<file path="src/rtl/gpio_irq_pkg.sv">
package gpio_irq_pkg;
  localparam int unsigned REG_AW = 12;
  localparam logic [REG_AW-1:0] OFF_SENSE = 12'h404;
  localparam logic [REG_AW-1:0] OFF_BOTH  = 12'h408;
  localparam logic [REG_AW-1:0] OFF_POL   = 12'h40C;
  localparam logic [REG_AW-1:0] OFF_MASK  = 12'h410;
  localparam logic [REG_AW-1:0] OFF_RAW   = 12'h414;
  localparam logic [REG_AW-1:0] OFF_MSK_S = 12'h418;
  localparam logic [REG_AW-1:0] OFF_CLR   = 12'h41C;

  typedef enum logic [2:0] {
    SEL_NONE, SEL_SENSE, SEL_BOTH, SEL_POL, SEL_MASK, SEL_RAW, SEL_MSK_S, SEL_CLR
  } reg_sel_e;
endpackage

</file>
<file path="src/rtl/gpio_irq_sync.sv">
module gpio_irq_sync #(
  parameter int unsigned NUM_PINS = 8
) (
  input  logic                clk_i,
  input  logic                rst_ni,
  input  logic [NUM_PINS-1:0] pin_i,
  output logic [NUM_PINS-1:0] sync_o,
  output logic [NUM_PINS-1:0] prev_o
);
  for (genvar g = 0; g < NUM_PINS; g++) begin : g_pin
    logic meta_q, sync_q, prev_q;
    always_ff @(posedge clk_i or negedge rst_ni) begin
      if (!rst_ni) begin
        meta_q <= 1'b0;
        sync_q <= 1'b0;
        prev_q <= 1'b0;
      end else begin
        meta_q <= pin_i[g];
        sync_q <= meta_q;
        prev_q <= sync_q;
      end
    end
    assign sync_o[g] = sync_q;
    assign prev_o[g] = prev_q;
  end
endmodule

</file>
<file path="src/rtl/gpio_irq_regs.sv">
module gpio_irq_regs
  import gpio_irq_pkg::*;
#(
  parameter int unsigned NUM_PINS = 8,
  parameter int unsigned ADDR_W   = 12,
  parameter int unsigned DATA_W   = 32
) (
  input  logic                clk_i,
  input  logic                rst_ni,
  input  logic                we_i,
  input  logic [ADDR_W-1:0]   addr_i,
  input  logic [DATA_W-1:0]   wdata_i,
  input  logic [NUM_PINS-1:0] raw_i,
  input  logic [NUM_PINS-1:0] msk_i,
  output logic [NUM_PINS-1:0] sense_o,
  output logic [NUM_PINS-1:0] both_o,
  output logic [NUM_PINS-1:0] pol_o,
  output logic [NUM_PINS-1:0] mask_o,
  output logic [NUM_PINS-1:0] clr_o,
  output logic [DATA_W-1:0]   rdata_o
);
  localparam int unsigned PAD_W = DATA_W - NUM_PINS;

  logic [ADDR_W-1:0]   word_addr;
  reg_sel_e            sel;
  logic [NUM_PINS-1:0] sense_q, both_q, pol_q, mask_q, rd_bits;
  logic [NUM_PINS-1:0] wbits;

  assign word_addr = {addr_i[ADDR_W-1:2], 2'b00};
  assign wbits     = wdata_i[NUM_PINS-1:0];

  always_comb begin
    case (word_addr)
      ADDR_W'(OFF_SENSE): sel = SEL_SENSE;
      ADDR_W'(OFF_BOTH):  sel = SEL_BOTH;
      ADDR_W'(OFF_POL):   sel = SEL_POL;
      ADDR_W'(OFF_MASK):  sel = SEL_MASK;
      ADDR_W'(OFF_RAW):   sel = SEL_RAW;
      ADDR_W'(OFF_MSK_S): sel = SEL_MSK_S;
      ADDR_W'(OFF_CLR):   sel = SEL_CLR;
      default:            sel = SEL_NONE;
    endcase
  end

  always_ff @(posedge clk_i or negedge rst_ni) begin
    if (!rst_ni) begin
      sense_q <= '0;
      both_q  <= '0;
      pol_q   <= '0;
      mask_q  <= '0;
    end else if (we_i) begin
      if (sel == SEL_SENSE) sense_q <= wbits;
      if (sel == SEL_BOTH)  both_q  <= wbits;
      if (sel == SEL_POL)   pol_q   <= wbits;
      if (sel == SEL_MASK)  mask_q  <= wbits;
    end
  end

  assign clr_o = (we_i && sel == SEL_CLR) ? wbits : '0;

  always_comb begin
    case (sel)
      SEL_SENSE: rd_bits = sense_q;
      SEL_BOTH:  rd_bits = both_q;
      SEL_POL:   rd_bits = pol_q;
      SEL_MASK:  rd_bits = mask_q;
      SEL_RAW:   rd_bits = raw_i;
      SEL_MSK_S: rd_bits = msk_i;
      default:   rd_bits = '0;
    endcase
  end

  assign rdata_o = {{PAD_W{1'b0}}, rd_bits};
  assign sense_o = sense_q;
  assign both_o  = both_q;
  assign pol_o   = pol_q;
  assign mask_o  = mask_q;
endmodule

</file>
<file path="src/rtl/gpio_irq_core.sv">
module gpio_irq_core #(
  parameter int unsigned NUM_PINS = 8
) (
  input  logic                clk_i,
  input  logic                rst_ni,
  input  logic [NUM_PINS-1:0] sync_i,
  input  logic [NUM_PINS-1:0] prev_i,
  input  logic [NUM_PINS-1:0] sense_i,
  input  logic [NUM_PINS-1:0] both_i,
  input  logic [NUM_PINS-1:0] pol_i,
  input  logic [NUM_PINS-1:0] mask_i,
  input  logic [NUM_PINS-1:0] clr_i,
  output logic [NUM_PINS-1:0] raw_o,
  output logic [NUM_PINS-1:0] msk_o,
  output logic                irq_o
);
  for (genvar g = 0; g < NUM_PINS; g++) begin : g_pin
    logic rise, fall, edge_hit, lvl_hit, latch_q;
    assign rise     = sync_i[g] & ~prev_i[g];
    assign fall     = ~sync_i[g] & prev_i[g];
    // both-edges overrides polarity; only meaningful in edge mode
    assign edge_hit = both_i[g] ? (rise | fall) : (pol_i[g] ? rise : fall);
    assign lvl_hit  = (sync_i[g] == pol_i[g]);

    always_ff @(posedge clk_i or negedge rst_ni) begin
      if (!rst_ni)         latch_q <= 1'b0;
      else if (sense_i[g]) latch_q <= 1'b0;
      else                 latch_q <= edge_hit | (latch_q & ~clr_i[g]);
    end

    assign raw_o[g] = sense_i[g] ? lvl_hit : latch_q;
  end

  assign msk_o = raw_o & mask_i;
  assign irq_o = |msk_o;
endmodule

</file>
<file path="src/rtl/gpio_irq_detect.sv">
module gpio_irq_detect #(
  parameter int unsigned NUM_PINS = 8,
  parameter int unsigned ADDR_W   = 12,
  parameter int unsigned DATA_W   = 32
) (
  input  logic                clk_i,
  input  logic                rst_ni,
  input  logic [NUM_PINS-1:0] pin_i,
  input  logic                we_i,
  input  logic [ADDR_W-1:0]   addr_i,
  input  logic [DATA_W-1:0]   wdata_i,
  output logic [DATA_W-1:0]   rdata_o,
  output logic                irq_o
);
  logic [NUM_PINS-1:0] sync_w, prev_w, sense_w, both_w, pol_w, mask_w, clr_w, raw_w, msk_w;

  gpio_irq_sync #(.NUM_PINS(NUM_PINS)) u_sync (
    .clk_i (clk_i), .rst_ni (rst_ni), .pin_i (pin_i),
    .sync_o(sync_w), .prev_o(prev_w)
  );

  gpio_irq_regs #(.NUM_PINS(NUM_PINS), .ADDR_W(ADDR_W), .DATA_W(DATA_W)) u_regs (
    .clk_i  (clk_i),  .rst_ni (rst_ni), .we_i  (we_i),
    .addr_i (addr_i), .wdata_i(wdata_i),
    .raw_i  (raw_w),  .msk_i  (msk_w),
    .sense_o(sense_w), .both_o(both_w), .pol_o(pol_w), .mask_o(mask_w),
    .clr_o  (clr_w),  .rdata_o(rdata_o)
  );

  gpio_irq_core #(.NUM_PINS(NUM_PINS)) u_core (
    .clk_i  (clk_i),   .rst_ni(rst_ni),
    .sync_i (sync_w),  .prev_i(prev_w),
    .sense_i(sense_w), .both_i(both_w), .pol_i(pol_w), .mask_i(mask_w),
    .clr_i  (clr_w),
    .raw_o  (raw_w),   .msk_o (msk_w),  .irq_o(irq_o)
  );
endmodule

</file>
<file path="config.mk">
export PLATFORM = sky130hd
export DESIGN_NAME = gpio_irq_detect
export DESIGN_NICKNAME = d
export VERILOG_FILES = /design/src/rtl/gpio_irq_pkg.sv /design/src/rtl/gpio_irq_sync.sv /design/src/rtl/gpio_irq_regs.sv /design/src/rtl/gpio_irq_core.sv /design/src/rtl/gpio_irq_detect.sv
export SDC_FILE = /design/constraint.sdc
export NUM_CORES = 1
export LEC_CHECK = 0
export BUFFER_PORTS_ARGS = -buffer_cell sky130_fd_sc_hd__buf_2
export CORE_ASPECT_RATIO = 0.7
export CORE_MARGIN = 1
export CORE_UTILIZATION = 50
export DETAILED_ROUTE_END_ITERATION = 6
export PLACE_DENSITY_LB_ADDON = 0.3
export SETUP_SLACK_MARGIN = 0.15
export SLEW_MARGIN = 20
export SYNTH_ARGS = -nofsm -noshare
export SYNTH_HDL_FRONTEND = slang
export SYNTH_SLANG_ARGS = --single-unit
</file>
<file path="constraint.sdc">
create_clock -name clk_i -period 1.75 [get_ports clk_i]
set_clock_uncertainty 0.15 [all_clocks]
set_input_delay 0.0875 -clock clk_i [delete_from_list [all_inputs] [get_ports clk_i]]
set_output_delay 0.0875 -clock clk_i [all_outputs]
set_load 0.1 [all_outputs]
</file>
# Yosys cells after proc, flatten, opt, wreduce, memory -nomap -nowiden
# Index checks and enable logic that the tools add are counted.
[op_classes]
reduce_logical = 6
n_bitwise = 65
n_shift = 0
n_eq_ne = 22
mux = 35
div = 0
addsub = 0
n_lt_le_gt_ge = 0
n_mul = 0
[ops]
columns = ["cell", "count"]
rows = [
  ["10-bit by 9-bit equality test with 1-bit output, second input constant", 7],
  ["8-bit one-hot mux with 6 select lines", 1],
  ["1-bit two-way mux", 32],
  ["1-bit AND", 24],
  ["1-bit inverter", 24],
  ["3-bit one-hot mux with 7 select lines", 1],
  ["1-bit bitwise OR", 16],
  ["3-bit equality test, second input constant", 4],
  ["8-bit AND", 1],
  ["1-bit equality test", 8],
  ["8-bit two-way mux", 1],
  ["2-bit AND reduction", 4],
  ["8-bit OR reduction", 1],
  ["3-bit by 2-bit equality test with 1-bit output, second input constant", 2],
  ["3-bit by 1-bit equality test with 1-bit output, second input constant", 1],
  ["1-bit logical AND", 1],
]
[word_totals]
latch_bits = 0
out_inout_bits = 33
inputBits = 55
wordCells = 164
mem_bits_rw = 0
memories = 0
ff_bits = 64
mem_bits_ro = 0

# Longest topological paths before layout
# Gate-level depths: netlist of the first run.
[logic_depth]
word_depth = 9
depth_mapped = 6

# Cells and area by module
# From an unflattened synthesis of the first run, not the netlist that was laid out.
[unflattened]
cells_unflattened = 323
area_unflattened_um2 = 3728.6
[by_module_without_submodules]
columns = ["module", "seq_area_each_um2", "area_per_inst_um2", "cells_per_inst", "instances"]
rows = [
  ["gpio_irq_regs", 800.8, 1998.2, 170, 1],
  ["gpio_irq_core", 200.2, 1009.7, 113, 1],
  ["gpio_irq_sync", 600.6, 720.7, 40, 1],
]

# Worst setup path after synthesis of the first run
# OpenSTA, ideal clock, no wires.
[synth_path]
kind = "input-to-output"
from = "in addr_i[9]"
to = "out rdata_o[1]"
path_stages = 4
n_path_buf = 0
path_slack_ns = -1.774
arrival_time_ns = 3.287
cell_sequence = "or4b_4 nor4_4 o21ai_0 nor3_1"
[synth_between]
elab_chain_len = 4
elab_cells_between_ends = 15
cone_classes = "13 x eq/ne; 2 x mux"
[synth_lines]
columns = ["item", "line", "text"]
rows = [
  ["start, declared", "gpio_irq_detect.sv:10", "input logic [ADDR_W-1:0] addr_i,"],
  ["10-bit by 9-bit equality test with 1-bit output", "gpio_irq_regs.sv:33", "case (word_addr)"],
  ["3-bit one-hot mux with 7 select lines (*)", "gpio_irq_regs.sv:33", ""],
  ["3-bit equality test (tied with other cells)", "gpio_irq_regs.sv:62", "case (sel)"],
  ["8-bit one-hot mux with 6 select lines (*)", "gpio_irq_regs.sv:62", ""],
  ["end, declared", "gpio_irq_detect.sv:12", "output logic [DATA_W-1:0] rdata_o,"],
]
# Mark *: on every way between the ends. The rest lies on a longest branch, timed or not.

# Final worst setup path of the first run
[layout_path]
from = "reg u_sync.g_pin[4].sync_q"
to = "out rdata_o[4]"
[layout_between]
elab_chain_len = 4
[layout_lines]
columns = ["item", "line", "text"]
rows = [
  ["start, declared", "gpio_irq_sync.sv:11", "logic meta_q, sync_q, prev_q;"],
  ["start signal, assigned", "gpio_irq_sync.sv:19", "sync_q <= meta_q;"],
  ["1-bit equality test (*)", "gpio_irq_core.sv:23", "assign lvl_hit = (sync_i[g] == pol_i[g]);"],
  ["1-bit two-way mux (*)", "gpio_irq_core.sv:31", "assign raw_o[g] = sense_i[g] ? lvl_hit : latch_q;"],
  ["8-bit AND", "gpio_irq_core.sv:34", "assign msk_o = raw_o & mask_i;"],
  ["8-bit one-hot mux with 6 select lines (*)", "gpio_irq_regs.sv:62", ""],
]
# Marks and branches as above.

==> impl_metrics.tcl, run 1 <==
set metrics [dict create \
    rr_endpoint "u_core.g_pin[6].latch_q" \
    required_ps 1510 \
    path_class "reg2out" \
    finalCritPeriodShare 1.189 \
    cts_sinks 64 \
    grt_use_total 0.2635 \
    globalplace.congestion 0.8585 \
    hold_viol_final 0 \
    violations "setup timing" \
    cts.path.max_buffers 2 \
    reg2reg_slack_ps 220 \
    p_leak_nw 2.492 \
    syn_to_final_growth_pct 48.21 \
    tritoncts "done" \
    arrival_ps 1840 \
    htreeDepth 3 \
    finalSetupViolCount 10 \
    grt_max_degree 65 \
    drt_wl_total_um 9235 \
    avgViaCountPerCell 5.348 \
    wl_per_cell_um 16.91 \
    coreArea_um2 6788 \
    grt_overflow 0 \
    drv_slew 0 \
    syn_avg_cell_area_um2 11.09 \
    drive_gt1_frac 0.4757 \
    drtIter0Drc 109 \
    ys_ff_latch 64 \
    io_pins 88 \
    status "finished, violations left" \
    hp-class "in2async" \
    r2r-start "u_sync.g_pin[6].sync_q" \
    initial_core_util 0.5211 \
    max_freq_mhz 480.5 \
    syn_inst 319 \
    layout.nets 518 \
    rows 25 \
    startpoint_type "flop" \
    maxCapViolations 0 \
    antenna_found_initial 0 \
    fillers 441 \
    power_density_nw_per_um2 675.0 \
    crit_start "u_sync.g_pin[4].sync_q" \
    first_global_vias 2855 \
    syn_area_um2 3537 \
    path_clk_slew_ps 70 \
    synth-edff-count 0 \
    synth-main-ff-cell "dfrtp_1" \
    fin_ws_ps -331.3 \
    min_period_ps 2081 \
    n_antenna_cell 0 \
    final_core_util 0.7724 \
    worst_pin_slew_ps 581.1 \
    rsz0062_at_grt "true" \
    ir_worst_vdd_mv 0.5449 \
    port_buffers 37 \
    worstSetupEndpointType "output pin" \
    dr.pass1.iters 4 \
    ys_types 45 \
    ant_nets 0 \
    seqCellArea_um2 1603 \
    dr_total_vias 2920 \
    root_buffer "clkbuf_8" \
    cp_max_fo 3 \
    drc 0 \
    maxSlewHeadroom 0.6122 \
    die_w_um 102.5 \
    grt_pass1_wl_um 14170 \
    yosysSeqAreaShare 0.4528 \
    die_area_um2 7420 \
    hpwlAfterDp_um 5987 \
    cts_buffers 9 \
    worstSkewPairLatency_ps 350 \
    r2r_cells 5 \
    preCtsSetupSlack_ps -300.3 \
    final_common_cell "dfrtp_1" \
    yosysWarnings 0 \
    layout_common_cells "dfrtp_1, buf_4, mux2_2" \
    multi_input_area_um2 2101 \
    async_reset_ff_frac 1.000 \
    die_h_um 72.37 \
]
## registers in the layout, summed over array words and instances (netlist names)
signal / cells
u_sync.g_pin.prev_q: 8
u_regs.mask_o: 8
u_sync.g_pin.meta_q: 8
u_regs.both_o: 8
u_regs.sense_o: 8
u_core.g_pin.latch_q: 8
u_sync.g_pin.sync_q: 8
u_regs.pol_o: 8
## synth_stat cells (2+ instances only)
master,instances,area [µm²]
nor2b_1,4,25.02
clkbuf_1,7,26.28
a311oi_1,3,26.28
and2_1,2,12.51
nand3_1,11,55.05
o31ai_1,8,60.06
nand2_1,14,52.55
ha_1,16,200.2
xnor2_1,4,35.03
mux2_2,43,484.2
o21ai_0,15,75.07
xor2_1,4,35.03
nand3b_1,4,30.03
a21oi_1,16,80.08
mux2i_1,6,60.06
nand4_2,3,37.54
and3_1,4,25.02
nand2b_1,5,31.28
a31oi_1,2,12.51
dfrtp_1,64,1602
o22ai_1,4,25.02
o211a_1,2,20.02
a221oi_1,6,52.55
nor3_1,2,10.01
inv_1,22,82.58
o221ai_1,3,26.28
o211ai_1,2,15.01
o22a_1,3,26.28
buf_4,24,180.2
## how the worst max path moves through the flow
stage | end | slack, ps | cells past startpoint
3_5_place_dp | rdata_o[5] | -300 | 6
6_report | rdata_o[4] | -330 | 6
3_3_place_gp | rdata_o[3] | -280 | 6
2_1_floorplan | rdata_o[1] | -570 | 4
5_1_grt | rdata_o[4] | -420 | 6
4_1_cts | rdata_o[3] | -370 | 6
## metal layers
metal  vias to the layer above  share of wire  track usage
met5                         -              0            0
met4                         0          0.017       0.1032
met3                        16          0.073      0.06744
met2                       104           0.48       0.4037
met1                      1430           0.44       0.3592
li1                       1370              -            -
## layout make-up
class	instances	area share
flip-flops and latches	64	0.3057
multi-input cells	222	0.4007
clock inverters	5	0.01074
clock buffers	11	0.02697
inverters	23	0.01647
repair buffers	127	0.2169
well taps	94	0.02243
## critical path, cell delays in order, from the launching register on
cell and delay [ps]:
dfrtp_1 410, xor2_2 210, a311oi_2 350, a221oi_2 60
buf_4 150, o22ai_4 120, buf_12 200
## report_power, final
group | switching, W | internal, W | leakage (nW)
clock | 0.000591 | 0.000694 | 0.0993
sequential | 0.0000376 | 0.00153 | 0.797
combinational | 0.000471 | 0.000216 | 1.60
total | 0.00110 | 0.00244 | 2.49
## timing repair
item	CTS	global route
pin swaps	20	19
setup endpoints to repair	49	40
hold buffers	17	0
resized for setup	47	29
endpoints found under the hold margin	104	0
setup buffers	8	5
## cells by family after synthesis
family                   count (synthesis)  share of synthesized area
other                                    1                   0.001060
buffers and inverters                   56                    0.08525
flip-flops                              64                     0.4528
XOR/XNOR                                 8                    0.01981
adder cells (fa/ha/maj)                 16                    0.05660
AND/OR/NAND/NOR                         56                    0.09904
AO/OA/AOI/OAI                           69                     0.1316
multiplexers                            49                     0.1539
## metrics by stage
step           cell area [µm²]  setup TNS (ps)  instances  total power, W  hold WS, ps
2_1_floorplan             3729          -15380        342        0.002031       -358.1
5_1_grt                   5243           -3329        546        0.003673        153.8
4_1_cts                   5071           -2596        541        0.003540        106.8
6_report                  5243           -2587        546        0.003539        142.1
3_3_place_gp              4405          -11410        500        0.002163       -21.09
3_5_place_dp              4405          -12440        500        0.002178       -19.41
(Power assumes the default switching activity.)
==> run 2: changes to the inputs <==
--- a/config.mk
+++ b/config.mk
@@ -11,7 +11,6 @@
 export CORE_UTILIZATION = 50
 export DETAILED_ROUTE_END_ITERATION = 6
 export PLACE_DENSITY_LB_ADDON = 0.3
-export SETUP_SLACK_MARGIN = 0.15
 export SLEW_MARGIN = 20
 export SYNTH_ARGS = -nofsm -noshare
 export SYNTH_HDL_FRONTEND = slang
==> impl_metrics.tcl, run 2 (synthesis gave the netlist of run 1 again) <==
set metrics [dict create \
    p_total_w 0.003452 \
    ir_worst_vdd_mv 0.3930 \
    worstSetupEndpointType "output pin" \
    die_w_um 102.5 \
    hold_ws_ps 93.27 \
    syn_to_final_growth_pct 42.09 \
    tritoncts "done" \
    drtIter0Drc 142 \
    first_global_vias 2893 \
    path_clk_slew_ps 70 \
    startpoint_type "flop" \
    grt_use_total 0.2692 \
    die_area_um2 7420 \
    root_buffer "clkbuf_8" \
    drt_wl_total_um 8892 \
    grt_max_degree 33 \
    grt_overflow 0 \
    cts.path.max_buffers 2 \
    maxCapViolations 0 \
    n_antenna_cell 0 \
    dr_total_vias 2887 \
    drc 0 \
    reg2reg_slack_ps 150 \
    fin_ws_ps -301.3 \
    die_h_um 72.37 \
    drv_slew 0 \
    hp-class "in2async" \
    numPlacedInstances 498 \
    worst_pin_slew_ps 530.0 \
    violations "setup timing" \
    p_leak_nw 2.390 \
    final_core_util 0.7405 \
    coreArea_um2 6788 \
    status "finished, violations left" \
    layout_common_cells "dfrtp_1, buf_4, mux2_2" \
    min_period_ps 2051 \
    arrival_ps 1810 \
    final_common_cell "dfrtp_1" \
    finalCritPeriodShare 1.172 \
    rows 25 \
    rsz0062_at_grt "true" \
    grt_pass1_wl_um 14630 \
    power_density_nw_per_um2 686.8 \
    ant_nets 0 \
    maxSlewHeadroom 0.6467 \
    cp_max_fo 3 \
    finalSetupViolCount 9 \
    io_pins 88 \
    initial_core_util 0.5211 \
    worstSkewPairLatency_ps 350 \
    required_ps 1510 \
    layout.nets 505 \
    drive_gt1_frac 0.4601 \
    r2r-start "u_sync.g_pin[4].sync_q" \
    htreeDepth 3 \
    port_buffers 37 \
    cts_sinks 64 \
    hold_viol_final 0 \
    dr.pass1.iters 4 \
    rr_endpoint "u_core.g_pin[4].latch_q" \
    path_class "reg2out" \
    fillers 489 \
    multi_input_area_um2 2032 \
    wl_per_cell_um 16.68 \
    avgViaCountPerCell 5.417 \
    antenna_found_initial 0 \
    cts_buffers 9 \
    globalplace.congestion 0.8513 \
    preCtsSetupSlack_ps -364.2 \
    r2r_cells 6 \
    hpwlAfterDp_um 6270 \
    seqCellArea_um2 1603 \
    max_freq_mhz 487.5 \
    layout.cells.non_filler 533 \
]
## run 2: cell count changes in the layout (fill, tap and decap cells not counted), moves of 3 or more
| cell | before | now |
|---|---|---|
| mux2_2 | 31 | 40 |
| buf_6 | 17 | 7 |
| mux2_4 | 12 | 3 |
| nand4_4 | 3 | 0 |
| nand4_2 | 0 | 3 |
| o31ai_2 | 5 | 0 |
| o31ai_1 | 1 | 6 |
## run 2: metrics by stage
step           area [µm²]  setup TNS [ps]
6_report             5026           -2183
3_3_place_gp         4390          -12500
4_1_cts              4964           -2236
5_1_grt              5026           -2802
2_1_floorplan        3729          -15380
3_5_place_dp         4390          -12610
## run 2: power by group
group | switching (W) | internal, W | total (W)
Combinational | 0.000460 | 0.000204 | 0.000664
Clock | 0.000595 | 0.000627 | 0.00122
Sequential | 0.0000373 | 0.00153 | 0.00157
## run 2: timing repair
item                       CTS  global route
setup endpoints to repair    9            12
resized for setup           38            14
hold endpoints to repair    92             0
setup buffers                4             0
pin swaps                   20            12
hold buffers                17             0
## run 2: cell type report
type / count / share of cell area
well taps: 94 / 0.02340
multi-input cells: 222 / 0.4043
inverters: 23 / 0.01718
repair buffers: 114 / 0.1979
clock inverters: 4 / 0.005477
clock buffers: 12 / 0.03286
flip-flops and latches: 64 / 0.3189
## run 2: metal layers
| layer | vias to the layer above | global-route usage | wire length (µm) |
|---|---|---|---|
| li1 | 1345 | - | - |
| met1 | 1423 | 0.3660 | 4021 |
| met5 | - | 0 | 0 |
| met2 | 92 | 0.4156 | 4124 |
| met3 | 27 | 0.07129 | 529 |
| met4 | 0 | 0.09841 | 217 |
## run 2: how the worst max path moves through the flow
stage | startpoint | slack, ps | endpoint
final | u_regs.pol_o[3] | -300 | rdata_o[3]
after global routing | u_sync.g_pin[3].sync_q | -370 | rdata_o[3]
after CTS | u_regs.pol_o[5] | -340 | irq_o
after detailed placement | addr_i[9] | -360 | u_core.g_pin[2].latch_q
after global placement | addr_i[9] | -330 | u_regs.pol_o[6]
after floorplan | addr_i[9] | -570 | rdata_o[1]
## run 2: worst max-delay path: stages (launching register included)
cell      delay, ps
dfrtp_1         420
mux2_4          280
and3_4          190
a221oi_2        160
buf_4           160
o22ai_4          70
buf_12          180
==> run 3: changes to the inputs <==
--- a/config.mk
+++ b/config.mk
@@ -11,6 +11,7 @@
 export CORE_UTILIZATION = 50
 export DETAILED_ROUTE_END_ITERATION = 6
 export PLACE_DENSITY_LB_ADDON = 0.3
+export SETUP_SLACK_MARGIN = 0.2
 export SLEW_MARGIN = 20
 export SYNTH_ARGS = -nofsm -noshare
 export SYNTH_HDL_FRONTEND = slang
==> impl_metrics.tcl, run 3 (synthesis gave the netlist of run 1 again) <==
set metrics [dict create \
    worst_pin_slew_ps 714.2 \
    final_common_cell "dfrtp_1" \
    grt_max_degree 65 \
    tritoncts "done" \
    wl_per_cell_um 18.26 \
    root_buffer "clkbuf_8" \
    pwr-share-comb 0.198 \
    drc 0 \
    grt_pass1_wl_um 14400 \
    grt_use_total 0.2673 \
    worstSetupEndpointType "output pin" \
    fin_area_um2 5420 \
    coreArea_um2 6788 \
    die_area_um2 7420 \
    fillers 399 \
    multi_input_area_um2 2203 \
    maxCapViolations 0 \
    initial_core_util 0.5211 \
    layout.cells.non_filler 552 \
    min_period_ps 2154 \
    htreeDepth 3 \
    power_density_nw_per_um2 658.8 \
    max_freq_mhz 464.3 \
    drive_gt1_frac 0.4913 \
    swShare 0.3146 \
    first_global_vias 2885 \
    drv_slew 0 \
    globalplace.congestion 0.8585 \
    dr.pass1.iters 4 \
    fin_ws_ps -403.7 \
    port_buffers 37 \
    placed_cell_area_um2 4405 \
    ir_worst_vdd_mv 0.5433 \
    cts_sinks 64 \
    r2r_cells 5 \
    rsz0062_at_grt "true" \
    antenna_found_initial 0 \
    cts_buffers 9 \
    violations "setup timing" \
    path_class "reg2out" \
    ant_nets 0 \
    cts.path.max_buffers 2 \
    p_leak_nw 2.593 \
    startpoint_type "flop" \
    maxSlewHeadroom 0.5233 \
    hpwlAfterDp_um 5987 \
    grt_overflow 0 \
    power.switching_w 0.001123 \
    finalCritPeriodShare 1.231 \
    required_ps 1510 \
    setup_tns_ps -3245 \
    path_clk_slew_ps 70 \
    hold_viol_final 0 \
    n_antenna_cell 0 \
    numPlacedInstances 500 \
    avgViaCountPerCell 5.571 \
    die_h_um 72.37 \
    finalSetupViolCount 14 \
    die_w_um 102.5 \
    clock_power_share 0.362 \
    arrival_ps 1920 \
    io_pins 88 \
    layout.nets 524 \
    status "finished, violations left" \
    worstSkewPairLatency_ps 360 \
    syn_to_final_growth_pct 53.24 \
    seqPwrFrac 0.440 \
    drtIter0Drc 119 \
    layout_common_cells "dfrtp_1, buf_4, mux2_4" \
    rows 25 \
    hp-class "in2async" \
    seqCellArea_um2 1603 \
    cp_max_fo 5 \
    drt_wl_total_um 10080 \
    dr_total_vias 3075 \
    internal-power_w 0.002448 \
]
run 3: changes by cell type in the layout (fill, tap and decap cells not counted), sizes merged:
cell / change
buf: +19
clkinv: +2
bufinv: +1
clkbuf: -1
clkinvlp: -2
run 3: metrics by stage:
stage	setup WS [ps]	hold WS, ps	util	total power, W
final	-403.7	133.4	0.7985	0.003571
after CTS	-367.6	95.95	0.7508	0.003542
after global placement	-283.2	-21.09	0.6490	0.002163
after detailed placement	-300.3	-19.41	0.6490	0.002178
after global routing	-443.0	180.3	0.7985	0.003711
after floorplan	-567.4	-358.1	-	0.002031
run 3: routing by layer:
layer,global-route usage,routed length [µm],vias up
li1,-,-,1377
met4,0.1000,185,0
met1,0.3626,4404,1554
met3,0.06840,578,22
met5,0,0,-
met2,0.4141,4908,122
run 3: worst paths after layout:
check,from,endpoint,slack [ps]
max,u_regs.sense_o[5],rdata_o[5],-400
min,rst_ni,u_regs.mask_o[7],130
max reg2reg,u_sync.g_pin[0].sync_q,u_core.g_pin[0].latch_q,170
min reg2reg,u_sync.g_pin[1].meta_q,u_sync.g_pin[1].sync_q,200
max in group asynchronous,rst_ni,u_sync.g_pin[3].sync_q,1030
min in group clk_i,we_i,u_regs.sense_o[0],190
run 3: worst max-delay path, stage by stage (launching register included):
cell      delay [ps]
dfrtp_1          430
nand2b_1         200
buf_4            140
o22ai_1          230
a221oi_4         120
o22ai_4          220
buf_12           200
run 3: cell type report:
class / instances / area share
Clock buffer: 11 / 0.02609
Sequential cell: 64 / 0.2957
Inverter: 23 / 0.01593
Multi-Input combinational cell: 222 / 0.4065
Clock inverter: 5 / 0.01039
Timing Repair Buffer: 133 / 0.2237
Tap cell: 94 / 0.02170
run 3: repair_timing:
action                                  4_1_cts  5_1_grt
endpoints found under the setup margin       49       45
setup buffers                                10        9
resized for setup                            50       57
hold buffers                                 17        0
hold endpoints to repair                    105        0
pin swaps                                    26       32
run 3: power by group through the flow:
stage               Clock (W)  Sequential [W]  Combinational (W)
global placement            0         0.00159           0.000576
global route          0.00139         0.00157           0.000747
floorplan                   0         0.00159           0.000445
detailed placement          0         0.00159           0.000588
CTS                   0.00131         0.00156           0.000663
finish                0.00129         0.00157           0.000707
